### src/rtl/bctr_pkg.sv
package bctr_pkg;
  typedef struct packed {
    logic ldCnt;
    logic incCnt;
    logic rstCnt;
    logic ldMsk;
    logic rstMsk;
    logic rdMsk;
  } bctrStrobes_t;
endpackage

### src/rtl/bctr_ctl.sv
module bctr_ctl
  import bctr_pkg::*;
(
  input  logic         cntSel,
  input  logic         cntClrN,
  input  logic         strobeN,
  input  logic         advN,
  output bctrStrobes_t strb
);
  always_comb begin
    strb = '0;
    if (cntSel) begin
      // counter mode: clear > load > readback > increment > hold
      if (!cntClrN)               strb.rstCnt = 1'b1;
      else if (!strobeN && !advN) strb.ldCnt  = 1'b1;
      else if (!strobeN)          strb = '0;          // counter readback: no state change
      else if (!advN)             strb.incCnt = 1'b1;
    end else begin
      // mask mode: reset > load > readback, rest is a no-op
      if (!cntClrN)               strb.rstMsk = 1'b1;
      else if (!strobeN && !advN) strb.ldMsk  = 1'b1;
      else if (!strobeN)          strb.rdMsk  = 1'b1;
    end
  end
endmodule

### src/rtl/bctr_dp.sv
module bctr_dp
  import bctr_pkg::*;
#(
  parameter int ADDR_W = 16
) (
  input  logic              clk,
  input  logic              rstN,
  input  bctrStrobes_t      strb,
  input  logic [ADDR_W-1:0] addrIn,
  output logic [ADDR_W-1:0] addrOut,
  output logic              wrapIrq,
  output logic [ADDR_W-1:0] cntQ,
  output logic [ADDR_W-1:0] mskQ,
  output logic [ADDR_W-1:0] mirQ
);
  localparam logic [ADDR_W-1:0] ALL_ONES = {ADDR_W{1'b1}};

  logic [ADDR_W-1:0] stepVal;
  logic [ADDR_W-1:0] unmField;
  logic [ADDR_W-1:0] incVal;
  logic [ADDR_W-1:0] clrVal;
  logic              atTop;

  // lowest set bit of the mask is the step size
  assign stepVal  = mskQ & (~mskQ + 1'b1);
  assign unmField = cntQ & mskQ;
  assign atTop    = (unmField == mskQ);
  assign incVal   = (cntQ & ~mskQ) |
                    (atTop ? (mirQ & mskQ) : ((unmField + stepVal) & mskQ));
  assign clrVal   = cntQ & ~mskQ;

  always_ff @(posedge clk or negedge rstN) begin
    if (!rstN) begin
      cntQ <= '0;
      mirQ <= '0;
    end else if (strb.rstCnt) begin
      cntQ <= clrVal;
      mirQ <= mirQ & ~mskQ;
    end else if (strb.ldCnt) begin
      cntQ <= addrIn;
      mirQ <= addrIn;
    end else if (strb.incCnt) begin
      cntQ <= incVal;
    end
  end

  always_ff @(posedge clk or negedge rstN) begin
    if (!rstN)            mskQ <= ALL_ONES;
    else if (strb.rstMsk) mskQ <= ALL_ONES;
    else if (strb.ldMsk)  mskQ <= addrIn;
  end

  assign addrOut = strb.rdMsk ? mskQ : cntQ;
  assign wrapIrq = strb.incCnt & atTop;
endmodule

### src/rtl/bctr_top.sv
module bctr_top
  import bctr_pkg::*;
#(
  parameter int ADDR_W = 16
) (
  input  logic              clk,
  input  logic              rstN,
  input  logic              cntSel,
  input  logic              cntClrN,
  input  logic              strobeN,
  input  logic              advN,
  input  logic [ADDR_W-1:0] addrIn,
  output logic [ADDR_W-1:0] addrOut,
  output logic              wrapIrq
);
  bctrStrobes_t      strb;
  logic [ADDR_W-1:0] cntQ;
  logic [ADDR_W-1:0] mskQ;
  logic [ADDR_W-1:0] mirQ;

  bctr_ctl u_ctl (
    .cntSel (cntSel),
    .cntClrN(cntClrN),
    .strobeN(strobeN),
    .advN   (advN),
    .strb   (strb)
  );

  bctr_dp #(.ADDR_W(ADDR_W)) u_dp (
    .clk    (clk),
    .rstN   (rstN),
    .strb   (strb),
    .addrIn (addrIn),
    .addrOut(addrOut),
    .wrapIrq(wrapIrq),
    .cntQ   (cntQ),
    .mskQ   (mskQ),
    .mirQ   (mirQ)
  );
endmodule

### config.mk
export PLATFORM = sky130hd
export DESIGN_NAME = bctr_top
export DESIGN_NICKNAME = d
export VERILOG_FILES = /design/src/rtl/bctr_pkg.sv /design/src/rtl/bctr_ctl.sv /design/src/rtl/bctr_dp.sv /design/src/rtl/bctr_top.sv
export SDC_FILE = /design/constraint.sdc
export NUM_CORES = 1
export LEC_CHECK = 0
export BUFFER_PORTS_ARGS = -buffer_cell sky130_fd_sc_hd__buf_2
export CAP_MARGIN = 40
export CORE_MARGIN = 4
export CORE_UTILIZATION = 40
export DETAILED_ROUTE_END_ITERATION = 12
export GPL_ROUTABILITY_DRIVEN = 0
export PLACE_DENSITY = 0.62
export SETUP_SLACK_MARGIN = 0.1
export SLEW_MARGIN = 20
export SYNTH_ARGS = -nofsm -noshare
export SYNTH_HDL_FRONTEND = slang
export SYNTH_SLANG_ARGS = --single-unit
export TNS_END_PERCENT = 1
### constraint.sdc
create_clock -name clk -period 7.4 [get_ports clk]
set_clock_uncertainty 0.2 [all_clocks]
set_input_delay 1.48 -clock clk [delete_from_list [all_inputs] [get_ports clk]]
set_output_delay 1.48 -clock clk [all_outputs]
set_load 0.05 [all_outputs]
* Word level (Yosys, flattened, before mapping)
Cells that the tools add are included.
Widths: inputs -> output; s select.
** Cells by class
- Reductions and logical operators :: 6
- Multiplexer cells :: 23
- Equality and inequality tests :: 1
- Bitwise operators :: 9
- Add/subtract/negate cells :: 2
** Operators by type and width (number)
- $mux 16 :: 9
- $and 16x16->16 :: 6
- $add 16x1->16 const B :: 1
- $add 16x16->16 :: 1
- $eq 16x16->1 :: 1
- $not 16->16 :: 1
- $or 16x16->16 :: 1
- $mux 1 :: 9
- $mux 3 :: 3
- $mux 5 :: 1
- $reduce_bool 2->1 :: 2
- $reduce_bool 3->1 :: 1
- $logic_not 1->1 :: 2
- $mux 2 :: 1
- $and 1x1->1 :: 1
- $logic_and 1x1->1 :: 1
** Word-level totals
- Bits in registers :: 48
- Input port bits :: 22
- Output and inout bits :: 17
- Logic and storage cells :: 44

* Logic depth before layout (Yosys ltp)
Gate-level depths: netlist of the first run.
- Word-level depth :: 10
- Depth in mapped cells :: 13
- Depth with buffers taken out :: 11

* By module
From an unflattened synthesis of the first run, not the netlist that was laid out.
** Unflattened totals
- Cell total of the unflattened synthesis :: 448
- Area total of the unflattened synthesis :: 3961.3 sq um
** By module, submodules not included
- bctr_dp :: area an instance 3901.2 sq um, seq. area each 1221.2 sq um, cells each 442, instances 1
- bctr_ctl :: area an instance 60.1 sq um, seq. area each 0.0 sq um, cells each 6, instances 1

* Worst setup path before layout of the first run
OpenSTA, ideal clock, no wires.
- Path type :: input -> output
- From :: in cntSel
- To :: out wrapIrq
- Buffers on the path :: 2
- Data arrival time :: 2.833 ns
- Slack :: 2.887 ns
- Required time :: 5.720 ns
- Stages :: 5
- Cells stage by stage :: buf_2 nand3b_1 nor2_1 clkbuf_1 and2_1
** Between the ends
- Cells in the longest elaborated chain, start to end :: 2
** RTL lines
- from (decl) :: RTL line bctr_top.sv:8 : input logic cntSel,
- $mux 3 :: RTL line bctr_ctl.sv:12 : if (cntSel) begin
- $and 1x1->1 :: RTL line bctr_dp.sv:54 : assign wrapIrq = strb.incCnt & atTop;
- to (decl) :: RTL line bctr_top.sv:14 : output logic wrapIrq
No other way between the ends.

* Worst setup path after layout of the first run
- From :: in cntClrN
- To :: out addrOut[8]
** Between the ends
- Cells in the longest elaborated chain, start to end :: 3
- Elaborated cells on any way between the ends :: 4
- Classes of those cells :: mux (4)
** RTL lines
- from (decl) :: RTL line bctr_top.sv:9 : input logic cntClrN,
- $mux 1 / $mux 3 (equally long branches) :: RTL line bctr_ctl.sv:20, bctr_ctl.sv:14
- $mux 3 (*) :: RTL line bctr_ctl.sv:12
- $mux 16 (*) :: RTL line bctr_dp.sv:53 : assign addrOut = strb.rdMsk ? mskQ : cntQ;
- to (decl) :: RTL line bctr_top.sv:13 : output logic [ADDR_W-1:0] addrOut,
Every way passes the cells marked *; elsewhere a longest branch is shown, timed or not.

==> run_results.csv, run 1 <==
group,metric,value,unit
critical_path,crit_arrival,3.19,ns
floorplan,die_h,107,um
synth,synth_top_family_by_area,"compound AO/OA/AOI/OAI gates",
synth,synth-simple-area-share,24.0,%
clock_network,cts_tree,"built",
clock_network,cts_buffer_depth,2,
route,dr_wl_met2,5.18,mm
sta,hold_viol_final,0,
route,m1WireLength,5.15,mm
route,postRouteAntennaNets,0,
finish,final_nets,504,
sta,slew_viol_final,0,
flow_run,max_cap_violations,0,
sta,setup_tns,0,ns
synth,synth-xor-area-share,1.79,%
clock_network,clk_pin_slew_worst_paths,0.09,ns
placement,portBuffers,38,
clock_network,clock_sinks,48,
finish,antenna_cells,0,
synth,synth_top_area_share,20.4,%
sta,rsz0062_at_grt,"false",
route,route.detailed.drc,0,
clock_network,htreeDepth,2,
synth,synth_cell_types,77,
synth,yosys_register_bits,48,
floorplan,floorplan.rows,35,
route,dr.pass1.iters,5,
sta,tightest_slew,0.715,ns
power_and_ir_drop,power_leakage,1.96,nW
route,vias_per_cell,5.95,
synth,postSynth.asyncResetShare,100,%
floorplan,die_w,107,um
grt,grt_antenna_before_repair,0,
grt,grt-ovfl-total,0,
critical_path,cp-start-kind,"primary input",
synth,syn-num-nets,485,
grt,grt_pass1_wl,18.2,mm
route,top_layer,"met4",
critical_path,path_max_fanout,14,
synth,postSynthCellCount,448,
finish,postLayoutCoreUtil,45.7,%
power_and_ir_drop,power_density,169,nW/um2
floorplan,core-area,9370,um2
synth,yosysTopAreaCell,"dfrtp_1",
clock_network,cts.repair.resized,0,
critical_path,crit_required,5.72,ns
sta,fmax,205,MHz
finish,layout-drive-gt1-share,22.6,%
synth,synth_compound_area_share,26.1,%
route,wirelength,11.2,mm
power_and_ir_drop,ir_drop,118,uV
floorplan,pin_count,39,
grt,grt_max_degree,49,
sta,holdWs,0.306,ns
sta,min_period_over_period,65.8,%
finish,fillers,946,
clock_network,clk_latency,0.31,ns
synth,synth_edf_count,0,
grt,grt_usage,20.1,%
clock_network,cts-buffers-inserted,5,
route,route.met3.wl,742,um
route,drtIter0Drc,257,
route,wire_per_inst,18.7,um
synth,synth_warnings,0,
floorplan,die_area,11500,um2
sta,slew_headroom,52.2,%
clock_network,hold_buffers,0,
finish,area_delta_synth_final,9.29,%
synth,ys.flop_type,"dfrtp_1",
grt,grt_pass1_vias,3352,
sta,finalSetupViolCount,0,
clock_network,post_cts_buffers,0,
critical_path,crit_type,"primary input to output port",
synth,avgSynthCellArea,8.75,um2
sta,fin_crit,4.87,ns
synth,synth_mux_area_share,6.32,%
synth,synthTopCellsByArea,"dfrtp_1 (20%), dfstp_2 (11%), mux2_2 (4.9%), ha_1 (4.5%), o21ai_0 (4.3%)",
placement,post-dp-hpwl,7.96,mm
critical_path,cp-end-kind,"output port",
route,via_count,3555,
run_status,status,"completed",
clock_network,root_buffer,"clkbuf_8",
hold_path,min_path_type,"register to register",
synth,syn_area,3920,um2
synth,yosys.area_share.adder,4.98,%
floorplan,initial_core_util,41.8,%
synth,synth-seq-area-share,31.1,%
[final timing paths]
| kind | end | cells past startpoint | slack (ns) | startpoint |
|---|---|---|---|---|
| max in group asynchronous | u_dp.mirQ[10] | 2 | 5.47 | rstN |
| hold reg to reg | u_dp.mirQ[0] | 1 | 0.31 | u_dp.mirQ[0] |
| setup / recovery | addrOut[8] | 6 | 2.53 | cntClrN |
| setup reg to reg | register | 10 | 4.03 | u_dp.mskQ[2] |
| hold / removal | u_dp.mirQ[0] | 1 | 0.31 | u_dp.mirQ[0] |
| min in group asynchronous | u_dp.mirQ[5] | 2 | 1.08 | rstN |
[cell type report]
class	count	area [um2]	share of cell area [%]
Timing Repair Buffer	46	254	5.93
Tap cell	129	161	3.77
Clock inverter	2	38.8	0.905
Multi-Input combinational cell	354	2480	57.9
Sequential cell	48	1220	28.5
Clock buffer	6	82.6	1.93
Inverter	12	45.0	1.05
[cell usage in the layout, fill, tap and decap left out, types with 10 or more instances in the layout]
master and instances:
mux2_2 17, nand2_1 36, inv_1 10, dfstp_2 16, nor2_1 29, o21ai_0 34
o22a_1 16, and2_1 16, buf_2 38, a22o_1 12, nand2b_1 19, dfrtp_1 32
o21ai_1 10, ha_1 14, nor3_1 12, a21oi_1 25
[synth_stat cells (3+ instances only)]
library cell  instances
dfrtp_1              32
inv_1                10
buf_6                 3
nor4b_1               3
nor2_1               29
o21a_1                4
nor2b_1               5
nand4_1               7
mux2i_1               3
buf_2                11
nand3_1               4
o2111ai_1             3
a21o_1                4
nor4_1                3
nand2b_1             19
buf_4                 4
a22oi_1               5
a22o_1               12
nor3_1               12
o211ai_1              4
a211oi_1              4
a21oi_1              25
o22a_1               16
o21ai_1              10
clkbuf_1             15
xnor2_1               3
o31ai_1               5
dfstp_2              16
xor2_1                5
mux2_2               17
o21ai_0              34
and2_1               16
nand2_1              36
ha_1                 14
[logic make-up after synthesis]
kind of cell	after synthesis
buffers and inverters	46
adder cells (fa/ha/maj)	15
AND/OR/NAND/NOR	160
AO/OA/AOI/OAI	149
flip-flops	48
multiplexers	22
XOR/XNOR	8
[where the power goes]
part | leakage, nW | internal (mW) | switching (mW)
combinational | 1.30 | 0.0747 | 0.119
clock | 0.0614 | 0.111 | 0.0952
sequential | 0.601 | 0.289 | 0.0338
total | 1.96 | 0.474 | 0.248
[through the flow]
step	std cells	setup WS (ns)	instance area [um2]	power [mW]
2_1_floorplan	448	2.89	3920	0.464
3_3_place_gp	588	2.19	4150	0.516
3_5_place_dp	589	2.50	4160	0.520
4_1_cts	597	2.49	4290	0.727
5_1_grt	597	2.37	4290	0.760
6_report	597	2.53	4290	0.722
[critical path: stages]
cell and delay (ns):
buf_2 0.19, nand2_1 0.13, nor3_4 0.57, buf_4 0.27
mux2_2 0.33, buf_2 0.21
[per-layer routing]
metal  GRT usage [%]  vias up
met5               0        -
met4            3.74        0
met3            3.85        7
met2            31.7      128
met1            29.0     1722
li1                -     1698
Note: power is estimated with default switching activity, not from simulation.
==> run 2: changes to the inputs <==
- clock period: 7.4 -> 4.56 ns (I/O delays scaled with it)
==> run 2 against run 1 <==
Critical path depth unchanged; clock-buffer cell count decreased by 1; core utilization increased by 0.57 points; clock power increased by 82%; sequential power increased by 62%; combinational power increased by 65%; via count decreased by 0.17%; setup slack got worse by 1.7 ns; global-route usage about the same; largest power group unchanged; highest routed layer unchanged.
==> run_results.csv, run 2 (synthesis results as in run 1) <==
group,metric,value,unit
run_status,status,"completed",
route,via_count,3549,
critical_path,crit_type,"primary input to output port",
floorplan,die_area,11500,um2
route,wire_per_inst,18.6,um
clock_network,hold_buffers,0,
clock_network,post_cts_buffers,0,
clock_network,clk_pin_slew_worst_paths,0.09,ns
clock_network,clock_sinks,48,
finish,antenna_cells,0,
grt,grt_max_degree,49,
critical_path,crit_required,3.45,ns
critical_path,critical-path-slowest-cell,"nor3_2",
floorplan,initial_core_util,41.8,%
sta,rsz0062_at_grt,"false",
sta,min_period_over_period,81.0,%
sta,slew_viol_final,0,
route,vias_per_cell,5.91,
clock_network,cts_tree,"built",
sta,fin_crit,3.70,ns
sta,fmax,271,MHz
sta,slew_headroom,44.4,%
clock_network,clk_latency,0.30,ns
finish,final_cells,601,
power_and_ir_drop,finalPower,1.22,mW
route,route.detailed.drc,0,
route,dr.pass1.iters,7,
critical_path,crit_family,"buffers and inverters",
floorplan,die_w,107,um
finish,final_nets,508,
grt,grt_antenna_before_repair,0,
floorplan,pin_count,39,
sta,tightest_slew,0.834,ns
power_and_ir_drop,ir_drop,232,uV
route,drtIter0Drc,234,
critical_path,cp-end-kind,"output port",
placement,post-dp-hpwl,8.08,mm
clock_network,root_buffer,"clkbuf_8",
critical_path,cp-start-kind,"primary input",
power_and_ir_drop,power_leakage,1.99,nW
finish,final_common_cell,"buf_2",
floorplan,core-area,9370,um2
finish,mostFrequentLayoutCells,"buf_2 (38), nand2_1 (36), o21ai_0 (34)",
grt,grt_pass1_wl,18.4,mm
grt,grt_pass1_vias,3399,
grt,grt-ovfl-total,0,
critical_path,crit_top_cell,"buf_2",
sta,setup_tns,0,ns
placement,place_inst,592,
critical_path,path_max_fanout,14,
clock_network,htreeDepth,2,
clock_network,cts_buffer_depth,2,
sta,hold_viol_final,0,
clock_network,cts.repair.resized,0,
power_and_ir_drop,power_density,280,nW/um2
grt,grt_usage,20.2,%
finish,layout-drive-gt1-share,23.5,%
route,wirelength,11.2,mm
floorplan,floorplan.rows,35,
critical_path,critPathBufInv,3,
hold_path,min_path_type,"register to register",
placement,portBuffers,38,
finish,area_delta_synth_final,10.7,%
floorplan,die_h,107,um
critical_path,slowest_delay,0.52,ns
critical_path,path_cells,"buf_2 > nand2_1 > nor3_2 > buf_4 > mux2_2 > buf_2",
clock_network,cts-buffers-inserted,5,
critical_path,crit_arrival,2.58,ns
route,postRouteAntennaNets,0,
flow_run,max_cap_violations,0,
sta,finalSetupViolCount,0,
-- run 2: layout make-up --
class / instances / area, um2
Clock buffer: 5 / 68.8
Clock inverter: 3 / 68.8
Fill cell: 926 / 5030
Inverter: 12 / 45.0
Multi-Input combinational cell: 354 / 2480
Sequential cell: 48 / 1220
Tap cell: 129 / 161
Timing Repair Buffer: 50 / 295
-- run 2: stage by stage --
stage | area (um2) | setup slack (ns) | util [%] | hold slack [ns]
global placement | 4170 | 0.888 | 44.5 | 0.277
floorplan | 3920 | 1.18 | - | 0.257
global route | 4340 | 0.741 | 46.3 | 0.330
detailed placement | 4190 | 0.864 | 44.7 | 0.277
finish | 4340 | 0.864 | 46.3 | 0.307
CTS | 4320 | 0.847 | 46.1 | 0.304
-- run 2: where the power goes --
group          switching [mW]  internal [mW]
Sequential             0.0550          0.469
Combinational           0.194          0.124
Clock                   0.153          0.221
Total                   0.402          0.814
-- run 2: path summary, 6_finish.rpt --
path	start	endpoint	slack (ns)	cells past startpoint
max reg2reg	u_dp.mskQ[2]	register	1.23	10
min reg2reg	u_dp.mirQ[8]	u_dp.mirQ[8]	0.31	1
min	u_dp.mirQ[8]	u_dp.mirQ[8]	0.31	1
max	cntClrN	addrOut[12]	0.86	6
min in group asynchronous	rstN	u_dp.mirQ[6]	0.50	2
max in group asynchronous	rstN	u_dp.mirQ[15]	3.22	2
-- run 2: layer usage --
layer	vias to the layer above	wire [um]	track usage (%)
met5	-	0	0
met1	1707	5290	29.8
met3	12	668	3.01
li1	1705	-	-
met2	125	5050	31.1
met4	0	149	4.66
